[src/rtl/evt_timer_pkg.sv]
// Package: shared constants and types for the event timer.
// Holds the control-word layout, register offsets and the channel word
// selector. Offsets and bit positions are fixed by the software view.
package evt_timer_pkg;

    localparam int CTL_PS_W      = 3;
    localparam int CTL_EN_POS    = 0;
    localparam int CTL_RLD_POS   = 1;
    localparam int CTL_PS_POS    = 4;
    localparam int CTL_OS_POS    = 7;

    localparam int OFS_IRQ_MASK  = 'h00;
    localparam int OFS_IRQ_PEND  = 'h04;
    localparam int OFS_CH_BASE   = 'h10;
    localparam int OFS_CH_STRIDE = 'h20;
    localparam int CH_WORDS      = 5;

    typedef enum logic [2:0] {
        W_CTL    = 3'd0,
        W_IVL_LO = 3'd1,
        W_IVL_HI = 3'd2,
        W_CNT_LO = 3'd3,
        W_CNT_HI = 3'd4
    } ch_word_e;

    typedef struct packed {
        logic                oneshot;
        logic [CTL_PS_W-1:0] presc;
        logic                reload;
        logic                en;
    } ctl_t;

    // Unpack the low byte of a control write into its fields.
    function automatic ctl_t ctl_from_byte(input logic [7:0] b);
        ctl_t c;
        c.en      = b[CTL_EN_POS];
        c.reload  = b[CTL_RLD_POS];
        c.presc   = b[CTL_PS_POS +: CTL_PS_W];
        c.oneshot = b[CTL_OS_POS];
        return c;
    endfunction

    // Pack the control fields back into their byte positions.
    function automatic logic [7:0] ctl_to_byte(input ctl_t c);
        logic [7:0] b;
        b                         = '0;
        b[CTL_EN_POS]             = c.en;
        b[CTL_RLD_POS]            = c.reload;
        b[CTL_PS_POS +: CTL_PS_W] = c.presc;
        b[CTL_OS_POS]             = c.oneshot;
        return b;
    endfunction

endpackage

[src/rtl/evt_tick_gen.sv]
// Module: evt_tick_gen
// Produces a one-cycle tick enable every 2^presc cycles while run is high.
// Assumes presc may change at any time; the divider restarts from zero
// whenever run is low, so the first tick comes 2^presc cycles after run rises.
module evt_tick_gen
    import evt_timer_pkg::*;
#(
    parameter int PS_W = CTL_PS_W
) (
    input  logic            clk,
    input  logic            rst_n,
    input  logic            run,
    input  logic [PS_W-1:0] presc,
    output logic            tick
);

    localparam int DIV_W = (1 << PS_W) - 1;

    logic [DIV_W-1:0] div_q;
    logic [DIV_W-1:0] bit_sel;
    logic [DIV_W-1:0] mask;

    // Mask of the low presc bits; a shift past the top wraps to all ones.
    always_comb begin
        bit_sel = DIV_W'(1) << presc;
        mask    = bit_sel - DIV_W'(1);
    end

    // Free-running divider, held at zero while the channel is idle.
    always_ff @(posedge clk) begin
        if (!rst_n || !run) begin
            div_q <= '0;
        end else begin
            div_q <= div_q + DIV_W'(1);
        end
    end

    assign tick = run && ((div_q & mask) == mask);

endmodule

[src/rtl/evt_channel.sv]
// Module: evt_channel
// One timer channel: control word, 64-bit interval, 64-bit down counter,
// disable drain and expiry detection. Assumes write strobes are one cycle
// and mutually exclusive; expiry is a one-cycle pulse on the tick edge.
module evt_channel
    import evt_timer_pkg::*;
#(
    parameter int DATA_W     = 32,
    parameter int STOP_TICKS = 2
) (
    input  logic                clk,
    input  logic                rst_n,
    input  logic                ctl_we,
    input  logic                ivl_lo_we,
    input  logic                ivl_hi_we,
    input  logic [DATA_W-1:0]   wdata,
    output ctl_t                ctl_q,
    output logic [2*DATA_W-1:0] ivl_q,
    output logic [2*DATA_W-1:0] cnt_q,
    output logic                expire
);

    localparam int CNT_W = 2 * DATA_W;
    localparam int DRN_W = (STOP_TICKS > 1) ? $clog2(STOP_TICKS) : 1;

    ctl_t             wr_ctl;
    logic             active;
    logic [DRN_W-1:0] drain_q;
    logic             tick;
    logic             at_one;
    logic             at_zero;
    logic             os_stop;

    assign wr_ctl  = ctl_from_byte(wdata[7:0]);
    assign at_one  = (cnt_q == CNT_W'(1));
    assign at_zero = (cnt_q == '0);
    assign expire  = tick && !ctl_q.reload && at_one;
    assign os_stop = expire && ctl_q.oneshot;

    evt_tick_gen #(
        .PS_W (CTL_PS_W)
    ) u_tick (
        .clk   (clk),
        .rst_n (rst_n),
        .run   (active),
        .presc (ctl_q.presc),
        .tick  (tick)
    );

    // Control register: software writes, reload and one-shot self-clearing.
    always_ff @(posedge clk) begin
        if (!rst_n) begin
            ctl_q <= '0;
        end else if (ctl_we) begin
            ctl_q.en      <= wr_ctl.en;
            ctl_q.presc   <= wr_ctl.presc;
            ctl_q.oneshot <= wr_ctl.oneshot;
            ctl_q.reload  <= wr_ctl.reload && active;
        end else begin
            if (tick && ctl_q.reload) begin
                ctl_q.reload <= 1'b0;
            end
            if (os_stop) begin
                ctl_q.en <= 1'b0;
            end
        end
    end

    // Run state: starts on enable, drains STOP_TICKS ticks after disable.
    always_ff @(posedge clk) begin
        if (!rst_n) begin
            active  <= 1'b0;
            drain_q <= '0;
        end else if (ctl_we && wr_ctl.en) begin
            active  <= 1'b1;
            drain_q <= '0;
        end else if (os_stop) begin
            active  <= 1'b0;
            drain_q <= '0;
        end else if (active && !ctl_q.en && tick) begin
            if (drain_q == DRN_W'(STOP_TICKS - 1)) begin
                active  <= 1'b0;
                drain_q <= '0;
            end else begin
                drain_q <= drain_q + DRN_W'(1);
            end
        end
    end

    // Interval register, written one word at a time.
    always_ff @(posedge clk) begin
        if (!rst_n) begin
            ivl_q <= '0;
        end else begin
            if (ivl_lo_we) begin
                ivl_q[DATA_W-1:0] <= wdata;
            end
            if (ivl_hi_we) begin
                ivl_q[CNT_W-1:DATA_W] <= wdata;
            end
        end
    end

    // Down counter: idle load, tick load, expiry reload or stop, decrement.
    always_ff @(posedge clk) begin
        if (!rst_n) begin
            cnt_q <= '0;
        end else if (ctl_we && wr_ctl.reload && !active) begin
            cnt_q <= ivl_q;
        end else if (tick) begin
            if (ctl_q.reload) begin
                cnt_q <= ivl_q;
            end else if (at_one) begin
                cnt_q <= ctl_q.oneshot ? '0 : ivl_q;
            end else if (!at_zero) begin
                cnt_q <= cnt_q - CNT_W'(1);
            end
        end
    end

endmodule

[src/rtl/evt_timer.sv]
// Module: evt_timer (top)
// Register front end for NUM_CH timer channels: address decode, mask and
// pending registers, high-word capture on count-low reads, registered read
// data and the combined interrupt. Assumes single-cycle accesses and that
// the channel window fits inside the ADDR_W address space.
module evt_timer
    import evt_timer_pkg::*;
#(
    parameter int NUM_CH     = 2,
    parameter int DATA_W     = 32,
    parameter int ADDR_W     = 8,
    parameter int STOP_TICKS = 2
) (
    input  logic              clk,
    input  logic              rst_n,
    input  logic [ADDR_W-1:0] bus_addr,
    input  logic [DATA_W-1:0] bus_wdata,
    input  logic              bus_wr,
    input  logic              bus_rd,
    output logic [DATA_W-1:0] bus_rdata,
    output logic              irq
);

    localparam int CNT_W = 2 * DATA_W;

    logic [NUM_CH-1:0]              irq_mask;
    logic [NUM_CH-1:0]              irq_pend;
    logic [NUM_CH-1:0]              ch_hit;
    logic [NUM_CH-1:0][2:0]         ch_word;
    logic [NUM_CH-1:0]              ch_expire;
    ctl_t [NUM_CH-1:0]              ch_ctl;
    logic [NUM_CH-1:0][CNT_W-1:0]   ch_ivl;
    logic [NUM_CH-1:0][CNT_W-1:0]   ch_cnt;
    logic [NUM_CH-1:0][DATA_W-1:0]  hi_snap;
    logic [DATA_W-1:0]              rd_mux;
    logic                           mask_sel;
    logic                           pend_sel;

    assign mask_sel = (bus_addr == ADDR_W'(OFS_IRQ_MASK));
    assign pend_sel = (bus_addr == ADDR_W'(OFS_IRQ_PEND));

    for (genvar n = 0; n < NUM_CH; n++) begin : g_ch
        localparam logic [ADDR_W-1:0] BASE = ADDR_W'(OFS_CH_BASE + OFS_CH_STRIDE * n);
        logic [ADDR_W-1:0] rel;

        // Window decode: five aligned words from this channel's base.
        assign rel        = bus_addr - BASE;
        assign ch_hit[n]  = (bus_addr >= BASE) && (rel < ADDR_W'(4 * CH_WORDS)) &&
                            (rel[1:0] == 2'b00);
        assign ch_word[n] = rel[4:2];

        evt_channel #(
            .DATA_W     (DATA_W),
            .STOP_TICKS (STOP_TICKS)
        ) u_chan (
            .clk       (clk),
            .rst_n     (rst_n),
            .ctl_we    (bus_wr && ch_hit[n] && (ch_word[n] == W_CTL)),
            .ivl_lo_we (bus_wr && ch_hit[n] && (ch_word[n] == W_IVL_LO)),
            .ivl_hi_we (bus_wr && ch_hit[n] && (ch_word[n] == W_IVL_HI)),
            .wdata     (bus_wdata),
            .ctl_q     (ch_ctl[n]),
            .ivl_q     (ch_ivl[n]),
            .cnt_q     (ch_cnt[n]),
            .expire    (ch_expire[n])
        );

        // Capture the high count word when software reads the low word.
        always_ff @(posedge clk) begin
            if (!rst_n) begin
                hi_snap[n] <= '0;
            end else if (bus_rd && ch_hit[n] && (ch_word[n] == W_CNT_LO)) begin
                hi_snap[n] <= ch_cnt[n][CNT_W-1:DATA_W];
            end
        end

        // Pending flag: set by expiry, cleared by writing one, set wins.
        always_ff @(posedge clk) begin
            if (!rst_n) begin
                irq_pend[n] <= 1'b0;
            end else if (ch_expire[n]) begin
                irq_pend[n] <= 1'b1;
            end else if (bus_wr && pend_sel && bus_wdata[n]) begin
                irq_pend[n] <= 1'b0;
            end
        end
    end

    // Interrupt mask register.
    always_ff @(posedge clk) begin
        if (!rst_n) begin
            irq_mask <= '0;
        end else if (bus_wr && mask_sel) begin
            irq_mask <= bus_wdata[NUM_CH-1:0];
        end
    end

    // Read multiplexer over shared and per-channel words.
    always_comb begin
        rd_mux = '0;
        if (mask_sel) begin
            rd_mux = DATA_W'(irq_mask);
        end else if (pend_sel) begin
            rd_mux = DATA_W'(irq_pend);
        end
        for (int n = 0; n < NUM_CH; n++) begin
            if (ch_hit[n]) begin
                case (ch_word[n])
                    W_CTL:    rd_mux = DATA_W'(ctl_to_byte(ch_ctl[n]));
                    W_IVL_LO: rd_mux = ch_ivl[n][DATA_W-1:0];
                    W_IVL_HI: rd_mux = ch_ivl[n][CNT_W-1:DATA_W];
                    W_CNT_LO: rd_mux = ch_cnt[n][DATA_W-1:0];
                    W_CNT_HI: rd_mux = hi_snap[n];
                    default:  rd_mux = '0;
                endcase
            end
        end
    end

    // Registered read data, held between reads.
    always_ff @(posedge clk) begin
        if (!rst_n) begin
            bus_rdata <= '0;
        end else if (bus_rd) begin
            bus_rdata <= rd_mux;
        end
    end

    assign irq = |(irq_pend & irq_mask);

endmodule

[config.mk]
export PLATFORM = sky130hd
export DESIGN_NAME = evt_timer
export DESIGN_NICKNAME = d
export VERILOG_FILES = /design/src/rtl/evt_timer_pkg.sv /design/src/rtl/evt_tick_gen.sv /design/src/rtl/evt_channel.sv /design/src/rtl/evt_timer.sv
export SDC_FILE = /design/constraint.sdc
export NUM_CORES = 1
export LEC_CHECK = 0
export BUFFER_PORTS_ARGS = -buffer_cell sky130_fd_sc_hd__buf_2
export CORE_MARGIN = 2
export CORE_UTILIZATION = 46
export CTS_BUF_LIST = sky130_fd_sc_hd__clkbuf_4 sky130_fd_sc_hd__clkbuf_8 sky130_fd_sc_hd__clkbuf_16
export CTS_CLUSTER_DIAMETER = 150
export DETAILED_ROUTE_END_ITERATION = 8
export HOLD_SLACK_MARGIN = 0.03
export SLEW_MARGIN = 40
export SYNTH_ARGS = -nofsm -noshare
export SYNTH_HDL_FRONTEND = slang
export SYNTH_SLANG_ARGS = --single-unit
[constraint.sdc]
create_clock -name clk -period 3.55 [get_ports clk]
set_input_delay 0.71 -clock clk [delete_from_list [all_inputs] [get_ports clk]]
set_output_delay 0.71 -clock clk [all_outputs]
set_load 0.01 [all_outputs]
Word level (Yosys, flattened, before mapping). Cells that the tools add are included.

Output and inout port bits: 33. Word-level logic and storage cells: 176. Input port bits: 44. Flip-flop bits (word level): 386.

Bitwise logic cells: 4. Muxes and demuxes: 38. Shift-type cells: 2. Add/sub/neg operators: 10. Order comparisons: 4. Equality and inequality tests: 15. Reductions and logical operators: 77.

Operator list (count): two-way mux 64 bit (12); case mux 32 bit (5 select lines) (2); equality test 64 x 1 -> 1 bit (second input constant) (2); zero test 64 bit (2); subtractor 64 x 1 -> 64 bit (second input constant) (2); two-way mux 32 bit (2); logical AND 1 bit (42); two-way mux 1 bit (18); < comparator 8 x 5 -> 1 bit (second input constant) (2); nonzero test 2 bit (8); adder 7 x 1 -> 7 bit (second input constant) (2); AND 7 bit (2); equality test 7 bit (2); left shift 1 x 3 -> 7 bit (first input constant) (2); subtractor 7 x 1 -> 7 bit (second input constant) (2); equality test 3 x 2 -> 1 bit (second input constant) (4); nonzero test 3 bit (4); equality test 8 x 3 -> 1 bit (second input constant) (1); >= comparator 8 x 5 -> 1 bit (second input constant) (1); >= comparator 8 x 6 -> 1 bit (second input constant) (1); zero test 8 bit (1); two-way mux 2 bit (4); inequality test 4 x 2 -> 1 bit (second input constant) (2); AND reduction 2 bit (4); 13 further kinds (26).

Longest topological paths before layout.
Word-level depth: 10. Gate-level depth with buffers: 14. Depth with buffers taken out: 10.

Cells and area by module. Synthesis repeated with hierarchy kept, for this count alone.

Cells, all modules: 2392. Area, all modules: 19982.9 um2.

Modules (own cells, without submodules): evt_channel at g_ch[1].u_chan (times used 1, cells an instance 783, area each 6736.5 um2, sequential area each 2722.6 um2); evt_channel at g_ch[0].u_chan (times used 1, cells an instance 800, area each 6626.4 um2, sequential area each 2722.6 um2); evt_timer (times used 1, cells an instance 735, area each 5979.5 um2, sequential area each 2001.9 um2); evt_tick_gen (times used 2, cells an instance 37, area each 320.3 um2, sequential area each 140.1 um2).

Worst setup path before layout. No wires, ideal clock.

Path kind: input port to flip-flop. From: input bus_addr[4]. To: register g_ch[1].u_chan.cnt_q[38]. Data arrival time: 3.488 ns. Setup slack: -0.055 ns. Setup time: 0.117 ns. Required time: 3.433 ns. Stages: 12. Path through: clkinv_1 > ha_1 > or4b_2 > a211oi_1 > o211ai_1 > o21ba_2 > clkbuf_1 > and2_4 > buf_6 > buf_6 > a32o_1 > a32o_1.

Word-level cells in the longest chain between the ends: 10. Elaborated cells on any way between the ends: 14. Those cells by class: 1 x add/sub; 2 x order compare; 1 x eq/ne; 1 x mux; 9 x reduce/logical.

RTL lines: start: declaration (RTL line evt_timer.sv:16) `input logic [ADDR_W-1:0] bus_addr,`; subtractor 8 x 6 -> 8 bit (RTL line evt_timer.sv:47) `assign rel = bus_addr - BASE;`; < comparator 8 x 5 -> 1 bit (RTL line evt_timer.sv:48) `assign ch_hit[n] = (bus_addr >= BASE) && (rel < ADDR_W'(4 * CH_WORDS)) &&`; logical AND 1 bit (2 in a row) (RTL line evt_timer.sv:48); logical AND 1 bit (RTL line evt_timer.sv:58) `.ctl_we (bus_wr && ch_hit[n] && (ch_word[n] == W_CTL)),`; logical AND 1 bit * (RTL line evt_timer.sv:58); logical AND 1 bit * (2 in a row) (RTL line evt_channel.sv:108) `end else if (ctl_we && wr_ctl.reload && !active) begin`; inequality test 4 x 2 -> 1 bit (no source line) or nonzero test 2 bit (tied branches); AND reduction 2 bit (no source line); end signal: assignment (RTL line evt_channel.sv:109) `cnt_q <= ivl_q;`; end signal: assignment (RTL line evt_channel.sv:112) `cnt_q <= ivl_q;`; end signal: assignment (RTL line evt_channel.sv:114) `cnt_q <= ctl_q.oneshot ? '0 : ivl_q;`; end: declaration (RTL line evt_channel.sv:19) `output logic [2*DATA_W-1:0] cnt_q,`.

Every way passes the cells marked *; elsewhere a longest branch is shown, timed or not. A chain may end at the register's enable or synchronous reset.

Worst setup path after layout.
From: register g_ch[0].u_chan.cnt_q[24]. To: register g_ch[0].u_chan.cnt_q[12].

Word-level cells in the longest chain between the ends: 5. Elaborated cells on any way between the ends: 8. Those cells by class: 2 x eq/ne; 4 x mux; 2 x reduce/logical.

RTL lines: start: declaration (RTL line evt_channel.sv:19); start signal: assignment (RTL line evt_channel.sv:109); start signal: assignment (RTL line evt_channel.sv:112); start signal: assignment (RTL line evt_channel.sv:114); equality test 64 x 1 -> 1 bit (RTL line evt_channel.sv:35) `assign at_one = (cnt_q == CNT_W'(1));`; two-way mux 64 bit (RTL line evt_channel.sv:113) `end else if (at_one) begin`; two-way mux 64 bit (RTL line evt_channel.sv:111) `if (ctl_q.reload) begin`; two-way mux 64 bit (RTL line evt_channel.sv:110) `end else if (tick) begin`; two-way mux 64 bit (RTL line evt_channel.sv:108).

Parallel ways exist; a longest one is shown, timed or not. The select of a mux whose other input is x is not followed.

==> metrics <==
CTS Sinks approximately 390; Hold Fails Final Rpt 0; pins over their slew limit 0; WL/cell between 20 and 25 microns; vias about 19000; most frequent cells in the layout dfxtp_1, nand2_1, o21ai_0, nor2_1, a22oi_1; Worst Reg-to-Reg Cells 9; HP Start bus_wdata[21]; Final Setup Violations 0; Worst Tran Pin Value 0.685 ns; first-pass GRT wire length ~110000 microns; Reg2Reg Setup Slack 0.23 ns; Setup crit start kind register; Leak between 8 and 9 nW; Filler Cell Count approximately 4000; Arr. time, crit path approximately 3.8 ns; crit path max fanout 38; postcts setup bufs 0; chip height about 210 microns; area delta synth->final 14.6%; final setup margin approximately 0.23 ns; global route total overflow 0; Critical R2R Capture g_ch[0].u_chan.cnt_q[12]; nets@finish approximately 2500; top_reg_cell synth dfxtp_1; maximum resistive drop on vdd 0.281 mV; kind of critical path reg2reg; Peak Freq roughly 300 MHz; Starting Density a little under half; area of the die roughly 0.045 sq mm; Syn Nets around 2400; WL final between 70000 and 80000 microns; async set-or-reset flop fraction in the synthesized netlist 0%; pwr/cell area roughly 420 mW/mm^2; antenna violations before repair 0; CP endpoint kind register; gr usage total between 30% and 40%; Num CTS Buffers 45; flop and latch count out of synthesis 386; clk root buf clkbuf_16; synthesized cell area between 0.015 and 0.02 sq mm; clock slew at reported path FFs 0.06 ns; DP Worst Slack about 0.037 ns; # resized after CTS 0; Final min period 3.32 ns; number of detailed-route iterations in the first pass 5; EDFF count, synth 0; Max H-tree Level 2; sequential area share after synthesis about two fifths; HPWL after DPL about 49000 microns; hold crit path type in2reg; Tcrit/Tclk final roughly 93%; largest net degree at the start of global routing roughly 100; buffer depth of the longest clock path 3; core area 0.0429 sq mm; hold slack ~0.44 ns; status finished clean; Clock Latency Late Sink around 0.6 ns; Critical Path Start g_ch[0].u_chan.cnt_q[24]; commonest non-fill, non-tap cell in the layout dfxtp_1; Yosys warning count 0; RR Startpoint g_ch[0].u_chan.cnt_q[24]; Slew HR a little over half; clk_skew between 0.02 and 0.03 ns; CTS tree yes; Hold Buf Count CTS 0; vias in the first global route about 18000; CP Data Required Time a little over 4 ns; Avg Synthesized Cell Area 8.34 sq um; setup_tns 0 ns; Synth cell types between 60 and 70; num ports 77; CP endpoint g_ch[0].u_chan.cnt_q[12]; Cells after Synth 2382; RSZ-0062 raised after global routing no; IO Port Bufs 76; initial DRC count between 1500 and 2000; Die X 212 microns; DRC 0; layout cell share with drive strength beyond 1 about an eighth; Antenna Violating Nets Remaining 0; Rows 76; Antenna Cells 0; Placer Congestion about 0.93; Max Cap Viol 0; post-DR vias/cell 6.31
==> cells in the mapped netlist (3+ instances only) <==
library cell / instances / share of area, %
dfxtp_1: 386 / 39
nand2_1: 289 / 5.5
clkbuf_1: 162 / 3.1
nor2_1: 160 / 3.0
o21ai_0: 160 / 4.0
a22oi_1: 133 / 5.0
a21oi_1: 111 / 2.8
a21boi_0: 109 / 4.1
mux2i_1: 108 / 5.4
nor2b_1: 107 / 3.4
a32o_1: 106 / 5.3
nor3_1: 81 / 2.0
nand3_1: 44 / 1.1
a22o_1: 36 / 1.6
nor4_1: 31 / 0.98
xnor2_1: 30 / 1.3
a221oi_1: 27 / 1.2
o2bb2ai_1: 24 / 1.1
or3_1: 22 / 0.69
buf_2: 20 / 0.50
inv_1: 16 / 0.30
o22ai_1: 16 / 0.50
buf_1: 15 / 0.28
o22a_1: 15 / 0.66
ha_1: 14 / 0.88
and2_1: 13 / 0.41
nand4_1: 13 / 0.41
and3_1: 12 / 0.38
or4_1: 11 / 0.42
xor2_1: 10 / 0.44
buf_6: 9 / 0.51
o21ai_1: 9 / 0.23
o21a_1: 7 / 0.26
and4_1: 6 / 0.26
mux2_2: 6 / 0.34
nand2b_1: 5 / 0.16
o211ai_1: 5 / 0.19
a31oi_1: 4 / 0.13
nand4b_1: 4 / 0.18
or2_2: 4 / 0.13
a2bb2oi_1: 3 / 0.13
nand3b_1: 3 / 0.11
nor4_2: 3 / 0.19
nor4b_1: 3 / 0.13
==> where the power goes <==
group | total, mW | internal (mW) | switching, mW
clock network | 4.68 | 2.77 | 1.91
logic | 0.572 | 0.204 | 0.368
registers | 4.37 | 4.35 | 0.0137
total | 9.62 | 7.33 | 2.30
==> critical path, cell delays in order, from the launching register on <==
cell and delay, ns:
dfxtp_1 0.36, or4_1 0.58, or4_4 0.51, nor4_1 0.43
buf_4 0.22, nand3_2 0.07, and2_2 0.32, buf_12 0.21
a32o_1 0.27, a32o_1 0.20
==> per-layer routing <==
| layer | wire [microns] | part of all wire (%) | track usage (%) |
|---|---|---|---|
| met1 | 31100 | 44 | 43.4 |
| met2 | 31000 | 44 | 48.0 |
| met3 | 5320 | 7.5 | 4.17 |
| met4 | 3610 | 5.1 | 15.6 |
| met5 | 0 | 0 | 0 |
==> kinds of logic (layout without fill, tap and decap cells) <==
family                   count (synthesis)  in the layout  synth area share (%)
AO/OA/AOI/OAI                          783            783                  28.0
buffers and inverters                  223            272                  4.68
flip-flops                             386            386                  38.9
AND/OR/NAND/NOR                        822            822                  20.0
multiplexers                           114            114                  5.78
adder cells (fa/ha/maj)                 14             14                 0.881
XOR/XNOR                                40             40                  1.76
==> how the worst min path moves through the flow <==
stage / end / slack (ns) / cells past startpoint
3_3_place_gp: g_ch[1].u_chan.u_tick.div_q[0] / 0.45 / 1
3_5_place_dp: g_ch[1].u_chan.u_tick.div_q[0] / 0.46 / 1
2_1_floorplan: g_ch[1].u_chan.u_tick.div_q[0] / 0.43 / 1
6_report: g_ch[1].u_chan.ivl_q[21] / 0.44 / 3
4_1_cts: g_ch[1].u_chan.ivl_q[21] / 0.42 / 3
5_1_grt: g_ch[1].u_chan.ivl_q[21] / 0.45 / 3
==> registers in the layout (all words and copies together), names as in the netlist, 12 cells and up <==
signal,count
bus_rdata,32
hi_snap,64
g_ch.u_chan.ivl_q,128
g_ch.u_chan.ctl_q,12
g_ch.u_chan.u_tick.div_q,14
g_ch.u_chan.cnt_q,128
==> cell type report <==
cell class                      instances  area [sq um]  share of cell area, %
Clock buffer                           66          1350                   5.91
Clock inverter                         11           131                  0.577
Inverter                               17          65.1                  0.286
Multi-Input combinational cell       1773         11300                   49.6
Sequential cell                       386          7730                   33.9
Tap cell                              585           732                   3.21
Timing Repair Buffer                  178          1470                   6.45
==> through the flow <==
step	utilization, %	power, mW	instance area (sq um)	instances
after floorplan	-	4.78	19900	2382
after global placement	49.7	5.02	21300	2939
after detailed placement	49.7	5.02	21300	2939
after CTS	53.1	9.68	22800	3016
after global routing	53.1	9.89	22800	3016
final	53.1	9.62	22800	3016
Note: power is estimated with default switching activity, not from simulation.
